==> config.mk <==
export PLATFORM = sky130hd
export DESIGN_NAME = dmar_xlate
export DESIGN_NICKNAME = d
export VERILOG_FILES = /design/src/rtl/dmar_pkg.sv /design/src/rtl/dmar_tlb.sv /design/src/rtl/dmar_walk.sv /design/src/rtl/dmar_xlate.sv
export SDC_FILE = /design/constraint.sdc
export NUM_CORES = 1
export LEC_CHECK = 0
export BUFFER_PORTS_ARGS = -buffer_cell sky130_fd_sc_hd__buf_4
export CELL_PAD_IN_SITES_DETAIL_PLACEMENT = 1
export CELL_PAD_IN_SITES_GLOBAL_PLACEMENT = 1
export CORE_UTILIZATION = 45
export DETAILED_ROUTE_END_ITERATION = 12
export HOLD_SLACK_MARGIN = 0.12
export PLACE_DENSITY = 0.8
export SYNTH_ARGS = -nofsm -noshare
export SYNTH_HDL_FRONTEND = slang
export SYNTH_SLANG_ARGS = --single-unit
==> constraint.sdc <==
create_clock -name clk -period 9.6 [get_ports clk]
set_input_delay 1.92 -clock clk [delete_from_list [all_inputs] [get_ports clk]]
set_output_delay 1.92 -clock clk [all_outputs]
set_load 0.03 [all_outputs]
==> src/rtl/dmar_pkg.sv <==
package dmar_pkg;
  localparam int VA_TOP   = 39;
  localparam int PG_SHIFT = 12;
  localparam int IDX_W    = 9;
  localparam int VPN_W    = VA_TOP - PG_SHIFT;

  typedef enum logic [2:0] {
    FLT_NONE    = 3'd0,
    FLT_NODOM   = 3'd1,
    FLT_NOTPRES = 3'd2,
    FLT_PERM    = 3'd3,
    FLT_RANGE   = 3'd4
  } flt_e;

  typedef enum logic [2:0] {S_IDLE, S_ROOT, S_CTX, S_LOOK, S_PT} walk_st_e;

  function automatic logic dir_ok(logic can_rd, logic can_wr, logic is_wr);
    return is_wr ? can_wr : can_rd;
  endfunction
endpackage

==> src/rtl/dmar_tlb.sv <==
module dmar_tlb import dmar_pkg::*; #(
  parameter int DID_W   = 8,
  parameter int FRAME_W = 40,
  parameter int ENTRIES = 8
) (
  input  logic               clk,
  input  logic               rst,
  input  logic [DID_W-1:0]   lk_did,
  input  logic [VPN_W-1:0]   lk_vpn,
  output logic               lk_hit,
  output logic [FRAME_W-1:0] lk_frame,
  output logic               lk_large,
  output logic               lk_r,
  output logic               lk_w,
  input  logic               fill_en,
  input  logic [DID_W-1:0]   fill_did,
  input  logic [VPN_W-1:0]   fill_vpn,
  input  logic               fill_large,
  input  logic [FRAME_W-1:0] fill_frame,
  input  logic               fill_r,
  input  logic               fill_w,
  input  logic               inv_en,
  input  logic               inv_all,
  input  logic [DID_W-1:0]   inv_did
);
  localparam int SEL_W = (ENTRIES > 1) ? $clog2(ENTRIES) : 1;

  logic [ENTRIES-1:0] vld;
  logic [DID_W-1:0]   t_did [ENTRIES];
  logic [VPN_W-1:0]   t_vpn [ENTRIES];
  logic               t_lg  [ENTRIES];
  logic [FRAME_W-1:0] t_fr  [ENTRIES];
  logic               t_r   [ENTRIES];
  logic               t_w   [ENTRIES];
  logic [SEL_W-1:0]   rr;
  logic [ENTRIES-1:0] match;
  logic [SEL_W-1:0]   sel;

  for (genvar g = 0; g < ENTRIES; g++) begin : g_cmp
    logic hi_eq, lo_eq;
    assign hi_eq    = t_vpn[g][VPN_W-1:IDX_W] == lk_vpn[VPN_W-1:IDX_W];
    assign lo_eq    = t_vpn[g][IDX_W-1:0] == lk_vpn[IDX_W-1:0];
    assign match[g] = vld[g] && (t_did[g] == lk_did) && hi_eq && (t_lg[g] || lo_eq);
  end

  always_comb begin
    sel = '0;
    for (int i = ENTRIES - 1; i >= 0; i--)
      if (match[i]) sel = SEL_W'(i);
  end

  assign lk_hit   = |match;
  assign lk_frame = t_fr[sel];
  assign lk_large = t_lg[sel];
  assign lk_r     = t_r[sel];
  assign lk_w     = t_w[sel];

  always_ff @(posedge clk) begin
    if (fill_en) begin
      t_did[rr] <= fill_did;
      t_vpn[rr] <= fill_vpn;
      t_lg[rr]  <= fill_large;
      t_fr[rr]  <= fill_frame;
      t_r[rr]   <= fill_r;
      t_w[rr]   <= fill_w;
    end
  end

  always_ff @(posedge clk) begin
    if (rst) begin
      vld <= '0;
      rr  <= '0;
    end else begin
      if (fill_en) begin
        vld[rr] <= 1'b1;
        rr      <= (rr == SEL_W'(ENTRIES - 1)) ? '0 : rr + 1'b1;
      end
      for (int i = 0; i < ENTRIES; i++) begin
        if (inv_en && (inv_all ||
            (((fill_en && rr == SEL_W'(i)) ? fill_did : t_did[i]) == inv_did)))
          vld[i] <= 1'b0;
      end
    end
  end

  assert_inv_all_clears_R10: assert property (@(posedge clk) disable iff (rst)
    (inv_en && inv_all) |=> !lk_hit);
endmodule

==> src/rtl/dmar_walk.sv <==
module dmar_walk import dmar_pkg::*; #(
  parameter int             PA_W      = 52,
  parameter int             DID_W     = 8,
  parameter logic [PA_W-1:0] ROOT_BASE = 'h1000,
  localparam int            FRAME_W   = PA_W - PG_SHIFT
) (
  input  logic               clk,
  input  logic               rst,
  input  logic               req_valid,
  output logic               req_ready,
  input  logic [15:0]        req_rid,
  input  logic [63:0]        req_addr,
  input  logic               req_write,
  output logic               rsp_valid,
  output logic               rsp_fault,
  output logic [2:0]         rsp_code,
  output logic [PA_W-1:0]    rsp_paddr,
  output logic               mem_req_valid,
  output logic [PA_W-1:0]    mem_req_addr,
  input  logic               mem_rsp_valid,
  input  logic [63:0]        mem_rsp_data,
  output logic [DID_W-1:0]   lk_did,
  output logic [VPN_W-1:0]   lk_vpn,
  input  logic               lk_hit,
  input  logic [FRAME_W-1:0] lk_frame,
  input  logic               lk_large,
  input  logic               lk_r,
  input  logic               lk_w,
  output logic               fill_en,
  output logic               fill_large,
  output logic [FRAME_W-1:0] fill_frame,
  output logic               fill_r,
  output logic               fill_w
);
  walk_st_e            st;
  logic [7:0]          devfn;
  logic [VA_TOP-1:0]   va;
  logic                wr;
  logic [DID_W-1:0]    did;
  logic [FRAME_W-1:0]  base;
  logic [1:0]          lvl;
  logic                acc_r, acc_w;

  logic                done, issue, nr, nw, big;
  flt_e                code;
  logic [PA_W-1:0]     pa, iaddr;
  logic [63:0]         e;
  logic                unused_bits;

  function automatic logic [IDX_W-1:0] idx_of(logic [1:0] l, logic [VA_TOP-1:0] v);
    case (l)
      2'd0:    return v[38:30];
      2'd1:    return v[29:21];
      default: return v[20:12];
    endcase
  endfunction

  assign e           = mem_rsp_data;
  assign unused_bits = ^{mem_rsp_data[63:PA_W], mem_rsp_data[11:DID_W+1]};
  assign req_ready   = (st == S_IDLE);
  assign lk_did      = did;
  assign lk_vpn      = va[VA_TOP-1:PG_SHIFT];
  assign nr          = acc_r & e[0];
  assign nw          = acc_w & e[1];
  assign big         = (lvl == 2'd1) && e[7];
  assign fill_large  = big;
  assign fill_frame  = e[PA_W-1:PG_SHIFT];
  assign fill_r      = nr;
  assign fill_w      = nw;

  always_comb begin
    done = 1'b0; issue = 1'b0; code = FLT_NONE;
    pa = '0; iaddr = '0; fill_en = 1'b0;
    case (st)
      S_IDLE: if (req_valid) begin
        if (|req_addr[63:VA_TOP]) begin
          done = 1'b1; code = FLT_RANGE;
        end else begin
          issue = 1'b1; iaddr = ROOT_BASE + PA_W'({req_rid[15:8], 3'b000});
        end
      end
      S_ROOT: if (mem_rsp_valid) begin
        if (!e[0]) begin
          done = 1'b1; code = FLT_NODOM;
        end else begin
          issue = 1'b1;
          iaddr = {e[PA_W-1:PG_SHIFT], 12'h000} + PA_W'({devfn, 3'b000});
        end
      end
      S_CTX: if (mem_rsp_valid && !e[0]) begin
        done = 1'b1; code = FLT_NODOM;
      end
      S_LOOK: if (lk_hit) begin
        done = 1'b1;
        if (!dir_ok(lk_r, lk_w, wr)) code = FLT_PERM;
        else if (lk_large) pa = {lk_frame[FRAME_W-1:IDX_W], va[20:0]};
        else pa = {lk_frame, va[11:0]};
      end else begin
        issue = 1'b1;
        iaddr = {base, 12'h000} + PA_W'({idx_of(2'd0, va), 3'b000});
      end
      S_PT: if (mem_rsp_valid) begin
        if (!(e[0] | e[1])) begin
          done = 1'b1; code = FLT_NOTPRES;
        end else if (!dir_ok(nr, nw, wr)) begin
          done = 1'b1; code = FLT_PERM;
        end else if (lvl == 2'd2 || big) begin
          done = 1'b1; fill_en = 1'b1;
          pa = big ? {e[PA_W-1:21], va[20:0]} : {e[PA_W-1:PG_SHIFT], va[11:0]};
        end else begin
          issue = 1'b1;
          iaddr = {e[PA_W-1:PG_SHIFT], 12'h000} + PA_W'({idx_of(lvl + 2'd1, va), 3'b000});
        end
      end
      default: ;
    endcase
  end

  always_ff @(posedge clk) begin
    if (rst) begin
      st <= S_IDLE; rsp_valid <= 1'b0; rsp_fault <= 1'b0; rsp_code <= '0;
      rsp_paddr <= '0; mem_req_valid <= 1'b0; mem_req_addr <= '0;
      devfn <= '0; va <= '0; wr <= 1'b0; did <= '0; base <= '0;
      lvl <= '0; acc_r <= 1'b0; acc_w <= 1'b0;
    end else begin
      rsp_valid     <= done;
      mem_req_valid <= issue;
      if (issue) mem_req_addr <= iaddr;
      if (done) begin
        rsp_fault <= (code != FLT_NONE);
        rsp_code  <= code;
        rsp_paddr <= pa;
      end
      case (st)
        S_IDLE: if (req_valid) begin
          devfn <= req_rid[7:0]; va <= req_addr[VA_TOP-1:0]; wr <= req_write;
          acc_r <= 1'b1; acc_w <= 1'b1; lvl <= 2'd0;
          st <= done ? S_IDLE : S_ROOT;
        end
        S_ROOT: if (mem_rsp_valid) st <= done ? S_IDLE : S_CTX;
        S_CTX: if (mem_rsp_valid) begin
          if (done) st <= S_IDLE;
          else begin
            did <= e[DID_W:1]; base <= e[PA_W-1:PG_SHIFT]; st <= S_LOOK;
          end
        end
        S_LOOK: st <= done ? S_IDLE : S_PT;
        S_PT: if (mem_rsp_valid) begin
          if (done) st <= S_IDLE;
          else begin
            lvl <= lvl + 2'd1; acc_r <= nr; acc_w <= nw;
          end
        end
        default: st <= S_IDLE;
      endcase
    end
  end

  assert_range_fault_R3: assert property (@(posedge clk) disable iff (rst)
    (st == S_IDLE && req_valid && |req_addr[63:VA_TOP]) |=>
      (rsp_valid && rsp_code == FLT_RANGE && !mem_req_valid));

  assert_no_domain_stop_R2: assert property (@(posedge clk) disable iff (rst)
    (st == S_CTX && mem_rsp_valid && !mem_rsp_data[0]) |=>
      (rsp_valid && rsp_code == FLT_NODOM && !mem_req_valid));

  assert_single_read_R1: assert property (@(posedge clk) disable iff (rst)
    mem_req_valid |=> !mem_req_valid);

  assert_resp_pulse_R11: assert property (@(posedge clk) disable iff (rst)
    rsp_valid |=> !rsp_valid);

  assert_notpres_stop_R6: assert property (@(posedge clk) disable iff (rst)
    (st == S_PT && mem_rsp_valid && !(mem_rsp_data[0] | mem_rsp_data[1])) |=>
      (rsp_valid && rsp_code == FLT_NOTPRES && req_ready));
endmodule

==> src/rtl/dmar_xlate.sv <==
module dmar_xlate import dmar_pkg::*; #(
  parameter int              PA_W      = 52,
  parameter int              DID_W     = 8,
  parameter int              ENTRIES   = 8,
  parameter logic [PA_W-1:0] ROOT_BASE = 'h1000
) (
  input  logic             clk,
  input  logic             rst,
  input  logic             req_valid,
  output logic             req_ready,
  input  logic [15:0]      req_rid,
  input  logic [63:0]      req_addr,
  input  logic             req_write,
  output logic             rsp_valid,
  output logic             rsp_fault,
  output logic [2:0]       rsp_code,
  output logic [PA_W-1:0]  rsp_paddr,
  output logic             mem_req_valid,
  output logic [PA_W-1:0]  mem_req_addr,
  input  logic             mem_rsp_valid,
  input  logic [63:0]      mem_rsp_data,
  input  logic             inv_valid,
  input  logic             inv_all,
  input  logic [DID_W-1:0] inv_did
);
  localparam int FRAME_W = PA_W - PG_SHIFT;

  logic [DID_W-1:0]   lk_did;
  logic [VPN_W-1:0]   lk_vpn;
  logic               lk_hit, lk_large, lk_r, lk_w;
  logic [FRAME_W-1:0] lk_frame, fill_frame;
  logic               fill_en, fill_large, fill_r, fill_w;

  dmar_walk #(.PA_W(PA_W), .DID_W(DID_W), .ROOT_BASE(ROOT_BASE)) u_walk (
    .clk, .rst, .req_valid, .req_ready, .req_rid, .req_addr, .req_write,
    .rsp_valid, .rsp_fault, .rsp_code, .rsp_paddr,
    .mem_req_valid, .mem_req_addr, .mem_rsp_valid, .mem_rsp_data,
    .lk_did, .lk_vpn, .lk_hit, .lk_frame, .lk_large, .lk_r, .lk_w,
    .fill_en, .fill_large, .fill_frame, .fill_r, .fill_w
  );

  dmar_tlb #(.DID_W(DID_W), .FRAME_W(FRAME_W), .ENTRIES(ENTRIES)) u_tlb (
    .clk, .rst, .lk_did, .lk_vpn, .lk_hit, .lk_frame, .lk_large, .lk_r, .lk_w,
    .fill_en, .fill_did(lk_did), .fill_vpn(lk_vpn), .fill_large, .fill_frame,
    .fill_r, .fill_w, .inv_en(inv_valid), .inv_all, .inv_did
  );
endmodule

== Word level (Yosys, flattened, before mapping) ==
Memory sizes are Yosys's and may differ from the RTL's.
Index checks and enable logic that the tools add are counted.

* Register bits: 224
* RAM bits: 624
* Input port bits: 159
* Output and inout port bits: 111
* Word-level logic and storage cells: 282
* Memories: 6

* Add/subtract/negate cells: 6
* Magnitude comparators: 2
* Equality and inequality tests: 52
* Muxes and demuxes: 107
* Bitwise operators: 5
* Reduce and logical (&&, ||, !) cells: 80

{| class="wikitable"
|+ Memory list
! memory !! words !! bits a word !! read ports !! clocked after Yosys merged registers in !! wr ports !! RTL line !! source
|-
| u_tlb.t_fr || 8 || 40 || 1 || 0 || 1 || dmar_tlb.sv:32 || <nowiki>logic [FRAME_W-1:0] t_fr [ENTRIES];</nowiki>
|-
| u_tlb.t_vpn || 8 || 27 || 8 || 0 || 1 || dmar_tlb.sv:30 || <nowiki>logic [VPN_W-1:0] t_vpn [ENTRIES];</nowiki>
|-
| u_tlb.t_did || 8 || 8 || 8 || 0 || 1 || dmar_tlb.sv:29 || <nowiki>logic [DID_W-1:0] t_did [ENTRIES];</nowiki>
|-
| u_tlb.t_lg || 8 || 1 || 9 || 0 || 1 || dmar_tlb.sv:31 || <nowiki>logic t_lg [ENTRIES];</nowiki>
|-
| u_tlb.t_r || 8 || 1 || 1 || 0 || 1 || dmar_tlb.sv:33 || <nowiki>logic t_r [ENTRIES];</nowiki>
|-
| u_tlb.t_w || 8 || 1 || 1 || 0 || 1 || dmar_tlb.sv:34 || <nowiki>logic t_w [ENTRIES];</nowiki>
|}

{| class="wikitable"
|+ Operator list
! kind !! count
|-
| two-way mux 52 bit || 15
|-
| one-hot mux 52 bit (4 select lines) || 1
|-
| == test 18 bit || 8
|-
| == test 8 bit || 16
|-
| adder 52 x 12 -> 52 bit || 2
|-
| one-hot mux 52 bit (2 select lines) || 1
|-
| == test 9 bit || 8
|-
| two-way mux 8 bit || 8
|-
| two-way mux 3 bit || 21
|-
| two-way mux 9 bit || 7
|-
| adder 52 x 11 -> 52 bit || 1
|-
| logical AND 1 bit || 43
|-
| two-way mux 21 bit || 2
|-
| two-way mux 1 bit || 36
|-
| one-hot mux 3 bit (5 select lines) || 2
|-
| OR reduction 25 bit || 1
|-
| one-hot mux 9 bit (2 select lines) || 1
|-
| logical OR 1 bit || 17
|-
| OR reduction 2 bit || 8
|-
| == test 3 bit (second input constant) || 5
|-
| adder 13 x 11 -> 14 bit (first input constant) || 1
|-
| two-way mux 2 bit || 7
|-
| == test 3 x 2 -> 1 bit (second input constant) || 4
|-
| inequality test 2 bit (second input constant) || 5
|-
| other kinds (27) || 32
|}

== Logic depth before layout (Yosys ltp) ==
An unclocked memory read counts as a cell.

* Word-level depth: 19
* Mapped depth: 15
* Mapped depth without buffers: 13

== By module ==
From an unflattened synthesis, not the netlist that was laid out.

* Cell total of the unflattened synthesis: 2966
* Area, all modules: 36749.0 um2

{| class="wikitable"
|+ By module, submodules not included
! module !! instances !! cells an instance !! area an instance (um2) !! sequential area each (um2)
|-
| dmar_tlb || 1 || 1981 || 27868.0 || 18958.2
|-
| dmar_walk || 1 || 985 || 8881.0 || 4204.0
|}

== Worst setup path after synthesis ==
Ideal clock, no wire load.

* Path kind: input -> register
* Start: input mem_rsp_data[0]
* End: memory u_tlb.t_did[4][0], enable pin
* Library setup time: 0.612 ns
* Arrival time: 8.605 ns
* Data required time: 8.988 ns
* Setup slack: 0.383 ns
* Stages on the path: 7
* Path buffers: 2
* Path through: clkbuf_1 nand2_1 o21a_1 nor3_1 clkbuf_1 nand2_1 nor3_1

* Longest elaborated chain between the ends: 8
* Elaborated cells between the ends (all ways): 9
* Classes of those cells: 7 x mux; 2 x bitwise

{| class="wikitable"
|+ RTL lines
! item !! RTL line !! source
|-
| from (decl) || dmar_xlate.sv:21 || <nowiki>input logic [63:0] mem_rsp_data,</nowiki>
|-
| bitwise AND 1 bit || dmar_walk.sv:63 || <nowiki>assign nr = acc_r & e[0];</nowiki>
|-
| two-way mux 1 bit || dmar_pkg.sv:18 || <nowiki>return is_wr ? can_wr : can_rd;</nowiki>
|-
| two-way mux 1 bit || dmar_walk.sv:105 || <nowiki>end else if (!dir_ok(nr, nw, wr)) begin</nowiki>
|-
| two-way mux 1 bit (*) || dmar_walk.sv:103 || <nowiki>if (!(e[0] | e[1])) begin</nowiki>
|-
| two-way mux 1 bit (*) || dmar_walk.sv:102 || <nowiki>S_PT: if (mem_rsp_valid) begin</nowiki>
|-
| two-way mux 1 bit (*) || dmar_walk.sv:74 || <nowiki>case (st)</nowiki>
|-
| two-way mux 1 bit (*) || dmar_tlb.sv:59 || <nowiki>if (fill_en) begin</nowiki>
|-
| two-way mux 1 bit (implied by the code) (*) || dmar_tlb.sv:60 || <nowiki>t_did[rr] <= fill_did;</nowiki>
|-
| to (decl) || dmar_tlb.sv:29 ||
|}

Mark *: on every way between the ends. The rest lies on a longest branch, timed or not.

== Worst setup path after layout ==
* Start: register u_walk.va[35]
* End: register u_walk.mem_req_addr[11]

* Longest elaborated chain between the ends: 12
* Elaborated cells between the ends (all ways): 43
* Classes of those cells: 2 x add/sub; 8 x eq/ne; 16 x mux; 17 x reduce/logical

{| class="wikitable"
|+ RTL lines
! item !! RTL line !! source
|-
| from (decl) || dmar_walk.sv:37 || <nowiki>logic [VA_TOP-1:0] va;</nowiki>
|-
| from (signal assigned) || dmar_walk.sv:136 || <nowiki>devfn <= req_rid[7:0]; va <= req_addr[VA_TOP-1:0]; wr <= req_write;</nowiki>
|-
| one-hot mux 9 bit (2 select lines) || dmar_walk.sv:51 || <nowiki>case (l)</nowiki>
|-
| two-way mux 9 bit || dmar_walk.sv:107 || <nowiki>end else if (lvl == 2'd2 || big) begin</nowiki>
|-
| two-way mux 9 bit || dmar_walk.sv:105 ||
|-
| two-way mux 9 bit || dmar_walk.sv:103 ||
|-
| two-way mux 9 bit || dmar_walk.sv:102 ||
|-
| two-way mux 9 bit || dmar_walk.sv:74 ||
|-
| adder 52 x 12 -> 52 bit || dmar_walk.sv:112 || <nowiki>iaddr = {e[PA_W-1:PG_SHIFT], 12'h000} + PA_W'({idx_of(lvl + 2'd1, va), 3'b000});</nowiki>
|-
| two-way mux 52 bit || dmar_walk.sv:107 ||
|-
| two-way mux 52 bit || dmar_walk.sv:105 ||
|-
| two-way mux 52 bit || dmar_walk.sv:103 ||
|-
| two-way mux 52 bit || dmar_walk.sv:102 ||
|-
| one-hot mux 52 bit (4 select lines) || dmar_walk.sv:74 ||
|-
| to (signal assigned) || dmar_walk.sv:128 || <nowiki>if (issue) mem_req_addr <= iaddr;</nowiki>
|-
| to (decl) || dmar_walk.sv:19 || <nowiki>output logic [PA_W-1:0] mem_req_addr,</nowiki>
|}

Several ways; a longest one is shown, not always the timed one. The select of a mux whose other input is x is not followed.
A chain may end at the register's enable or synchronous reset.

==> qor.csv <==
stage,metric,value,unit
clocking,CTS Hold Bufs,0,
timing,Final Skew,0.0378,ns
clocking,later-pin clock latency in the skew report,0.66,ns
synthesis,Ys Warns,0,
timing,Fin Hold WS,0.457,ns
grt,GR Overflow Total,0,
timing,Tightest Pin Transition,1.43,ns
worst_setup_path,Worst setup SP type,register,
timing,final hold violation count,0,
clocking,Clock Sinks,845,
grt,first-pass GRT wire length,170000,µm
grt,Total GRT Usage,27.4,%
synthesis,Syn Inst Count,2908,
power,overall power consumption,7830,µW
floorplanning,Die ar.,0.0824,mm²
min_path,hold_sp,u_walk.base[22],
min_path,HP Class,reg2reg,
clocking,TritonCTS clock tree,done,
placed_design,routability cong.,0.872,
route,Via density,6.11,
timing,final worst slack,3.86,ns
route,vias after detailed routing,26022,
worst_setup_path,R2R setup slack,3.86,ns
floorplanning,height of the chip,287,µm
layout,fillers,8155,
placed_design,port bufs,251,
route,residual DRC count,0,
worst_setup_path,Critical Path Stages,12,
worst_setup_path,RR Endpoint,u_walk.mem_req_addr[11],
grt,initial antenna violation count,2,
route,detailed-route wire length per cell,27.0,µm
placed_design,HPWL after DPL,70400,µm
floorplanning,core area,0.0804,mm²
timing,max-slew violations,0,
worst_setup_path,CP peak stage delay,1.20,ns
power,VDD IR max,0.130,mV
route,routed wire length,115000,µm
min_path,Hold Path Depth,2,
flow_run,max-cap violations,0,
worst_setup_path,worst endpoint data arrival time,6.30,ns
worst_setup_path,Crit Path Class,reg2reg,
layout,footprint of the multi-input gates,0.0125,mm²
timing,min cycle time layout,5.74,ns
placed_design,dpl ws,3.66,ns
synthesis,Yosys reg bits,845,
route,first-pass iteration count of the detailed router,6,
timing,final worst-path cycle share,59.7,%
synthesis,count of flip-flops with a built-in enable after synthesis,624,
synthesis,syn avg cell area,12.6,µm²
status,status,finished clean,
layout,"commonest non-fill, non-tap cells in the layout","edfxtp_1, nand2_1, buf_4",
worst_setup_path,most frequent CP cell,buf_4,
timing,final setup fails,0,
synthesis,async set or reset register ratio after synthesis,0,%
grt,pin count of the biggest net entering global routing,105,
min_path,WHS Endpoint,u_walk.base[22],
worst_setup_path,crit-path leading delay family,simple AND/OR/NAND/NOR gates,
worst_setup_path,depth of the worst register-to-register path,12,
timing,Peak Freq,0.174,GHz
worst_setup_path,Critical-path top delay cell,nor3_2,
floorplanning,Cell Rows,104,
clocking,"Reg clk slew, reported paths",0.06,ns
worst_setup_path,Worst R2R Start,u_walk.va[35],
worst_setup_path,worst endpoint required time,10.16,ns
layout,register area,0.0232,mm²
timing,RSZ-0062 raised after global routing,no,
clocking,CTS max path bufs,3,
worst_setup_path,crit-path cells,buf_4 > xnor2_1 > nand4_1 > or4b_2 > nor4_1 > nand4bb_1 > nor3_2 > buf_4 > nor3_2 > buf_4 > a222oi_1 > nor2_1,
clocking,PostCTS Resize Cnt,0,
power,Cell Pwr Density,185,mW/mm²
synthesis,"Seq/Total Area, Yosys",63.4,%
route,starting DRC count in detailed routing,2591,
layout,"commonest non-fill, non-tap cell in the layout",edfxtp_1,
layout,area added between synthesis and finish,16.1,%
timing,setup total negative slack,0,ns
worst_setup_path,"Max FO, Critical Path",52,
synthesis,synth unique cells,77,
worst_setup_path,Buf/Inv on CP,3,
route,DRT antenna net count,0,
clocking,CTS Buf Count,88,
synthesis,top_reg_cell synth,edfxtp_1,
timing,Slew headroom,4.06,%
floorplanning,die width,287,µm
layout,layout cells sized above 1,17.2,%
grt,number of global-route vias before repair,27811,
power,P_leak,0.0154,µW
clocking,root buffer cell,clkbuf_16,
clocking,H-tree depth,3,
clocking,# Post-CTS Setup Buffers,0,
floorplanning,Initial Utilization,45.5,%
worst_setup_path,CP Capture Type,register,
synthesis,post-synth design cell area,0.0366,mm²
layout,nets@finish,3292,
floorplanning,IO Count,270,
power by group:
group / switching, µW / internal (µW)
clock: 1480 / 1980
sequential: 20.3 / 3930
combinational: 284 / 134
metrics by stage:
| step | utilization (%) | cells | instance area (µm²) |
|---|---|---|---|
| 2_1_floorplan | - | 2910 | 36600 |
| 3_3_place_gp | 49.1 | 4093 | 39500 |
| 3_5_place_dp | 49.1 | 4093 | 39500 |
| 4_1_cts | 52.8 | 4258 | 42400 |
| 5_1_grt | 52.8 | 4259 | 42400 |
| 6_report | 52.8 | 4260 | 42400 |
worst max path at each step:
stage / from / end / slack [ns]
detailed placement: mem_rsp_data[7] / u_tlb.t_fr[5][2] / 3.66
floorplan: mem_rsp_data[0] / u_tlb.t_did[4][0] / 0.38
global placement: mem_rsp_data[7] / u_tlb.t_fr[5][1] / 3.86
finish: u_walk.va[35] / u_walk.mem_req_addr[11] / 3.86
global route: u_walk.va[36] / u_walk.rsp_paddr[49] / 3.72
CTS: u_walk.va[36] / u_walk.rsp_paddr[49] / 3.96
registers in the layout (all words and copies together) (netlist names), 2 cells and up:
register,count
u_walk.lvl,2
u_tlb.t_vpn,216
u_tlb.rr,3
u_tlb.t_did,64
u_walk.st,3
u_walk.rsp_paddr,52
u_tlb.t_lg,8
u_walk.rsp_code,3
u_walk.lk_did,8
u_walk.base,40
u_tlb.t_fr,320
u_tlb.vld,8
u_tlb.t_w,8
u_walk.mem_req_addr,49
u_walk.devfn,8
u_walk.va,39
u_tlb.t_r,8
cell type report:
class | count | share of cell area, %
antenna | 2 | 0.0118
clock buffer | 122 | 5.84
clock inverter | 43 | 1.07
inverter | 14 | 0.124
multi-input combinational | 1848 | 29.5
sequential | 845 | 54.6
tap | 1060 | 3.12
timing repair buffer | 326 | 5.78
routing by layer:
| layer | global-route usage (%) | share of wire (%) | wire [µm] |
|---|---|---|---|
| met1 | 34.8 | 40 | 45900 |
| met4 | 10.0 | 3.4 | 3880 |
| met2 | 46.8 | 49 | 56800 |
| met5 | 0 | 0.0061 | 7 |
| met3 | 4.77 | 7.3 | 8400 |
synthesized netlist by cell type, types with 10 or more instances:
master / number / area, µm²
a211oi_1: 74 / 556
a21oi_1: 172 / 861
a222oi_1: 48 / 480
a22oi_1: 43 / 323
a311oi_1: 44 / 385
a31oi_1: 41 / 257
a41o_1: 12 / 120
and2_1: 67 / 419
buf_1: 15 / 56.3
buf_2: 44 / 220
clkbuf_1: 125 / 469
dfxtp_1: 221 / 4420
edfxtp_1: 624 / 18700
ha_1: 10 / 125
inv_1: 14 / 52.6
mux2_2: 10 / 113
mux2i_1: 131 / 1310
nand2_1: 432 / 1620
nand3_1: 18 / 90.1
nand4_1: 50 / 313
nor2_1: 101 / 379
nor3_1: 30 / 150
nor4_1: 58 / 363
o21ai_0: 20 / 100
o22ai_2: 40 / 500
xnor2_1: 192 / 1680
xor2_1: 152 / 1330
worst min-delay path: stages, from the launching register on:
cell and delay, ns:
dfxtp_1 0.31, nand2_1 0.05, a21oi_1 0.05
cells by family after synthesis:
kind of cell / after synthesis / share of synthesized area, %
simple gates: 817 / 10.6
compound gates: 530 / 10.7
flops: 845 / 63.4
fa+ha+maj: 10 / 0.342
mux: 141 / 3.89
xor+xnor: 347 / 8.37
buf+inv: 217 / 2.79
other cells: 1 / 0.0103
Power figures use the tool's default switching activity.
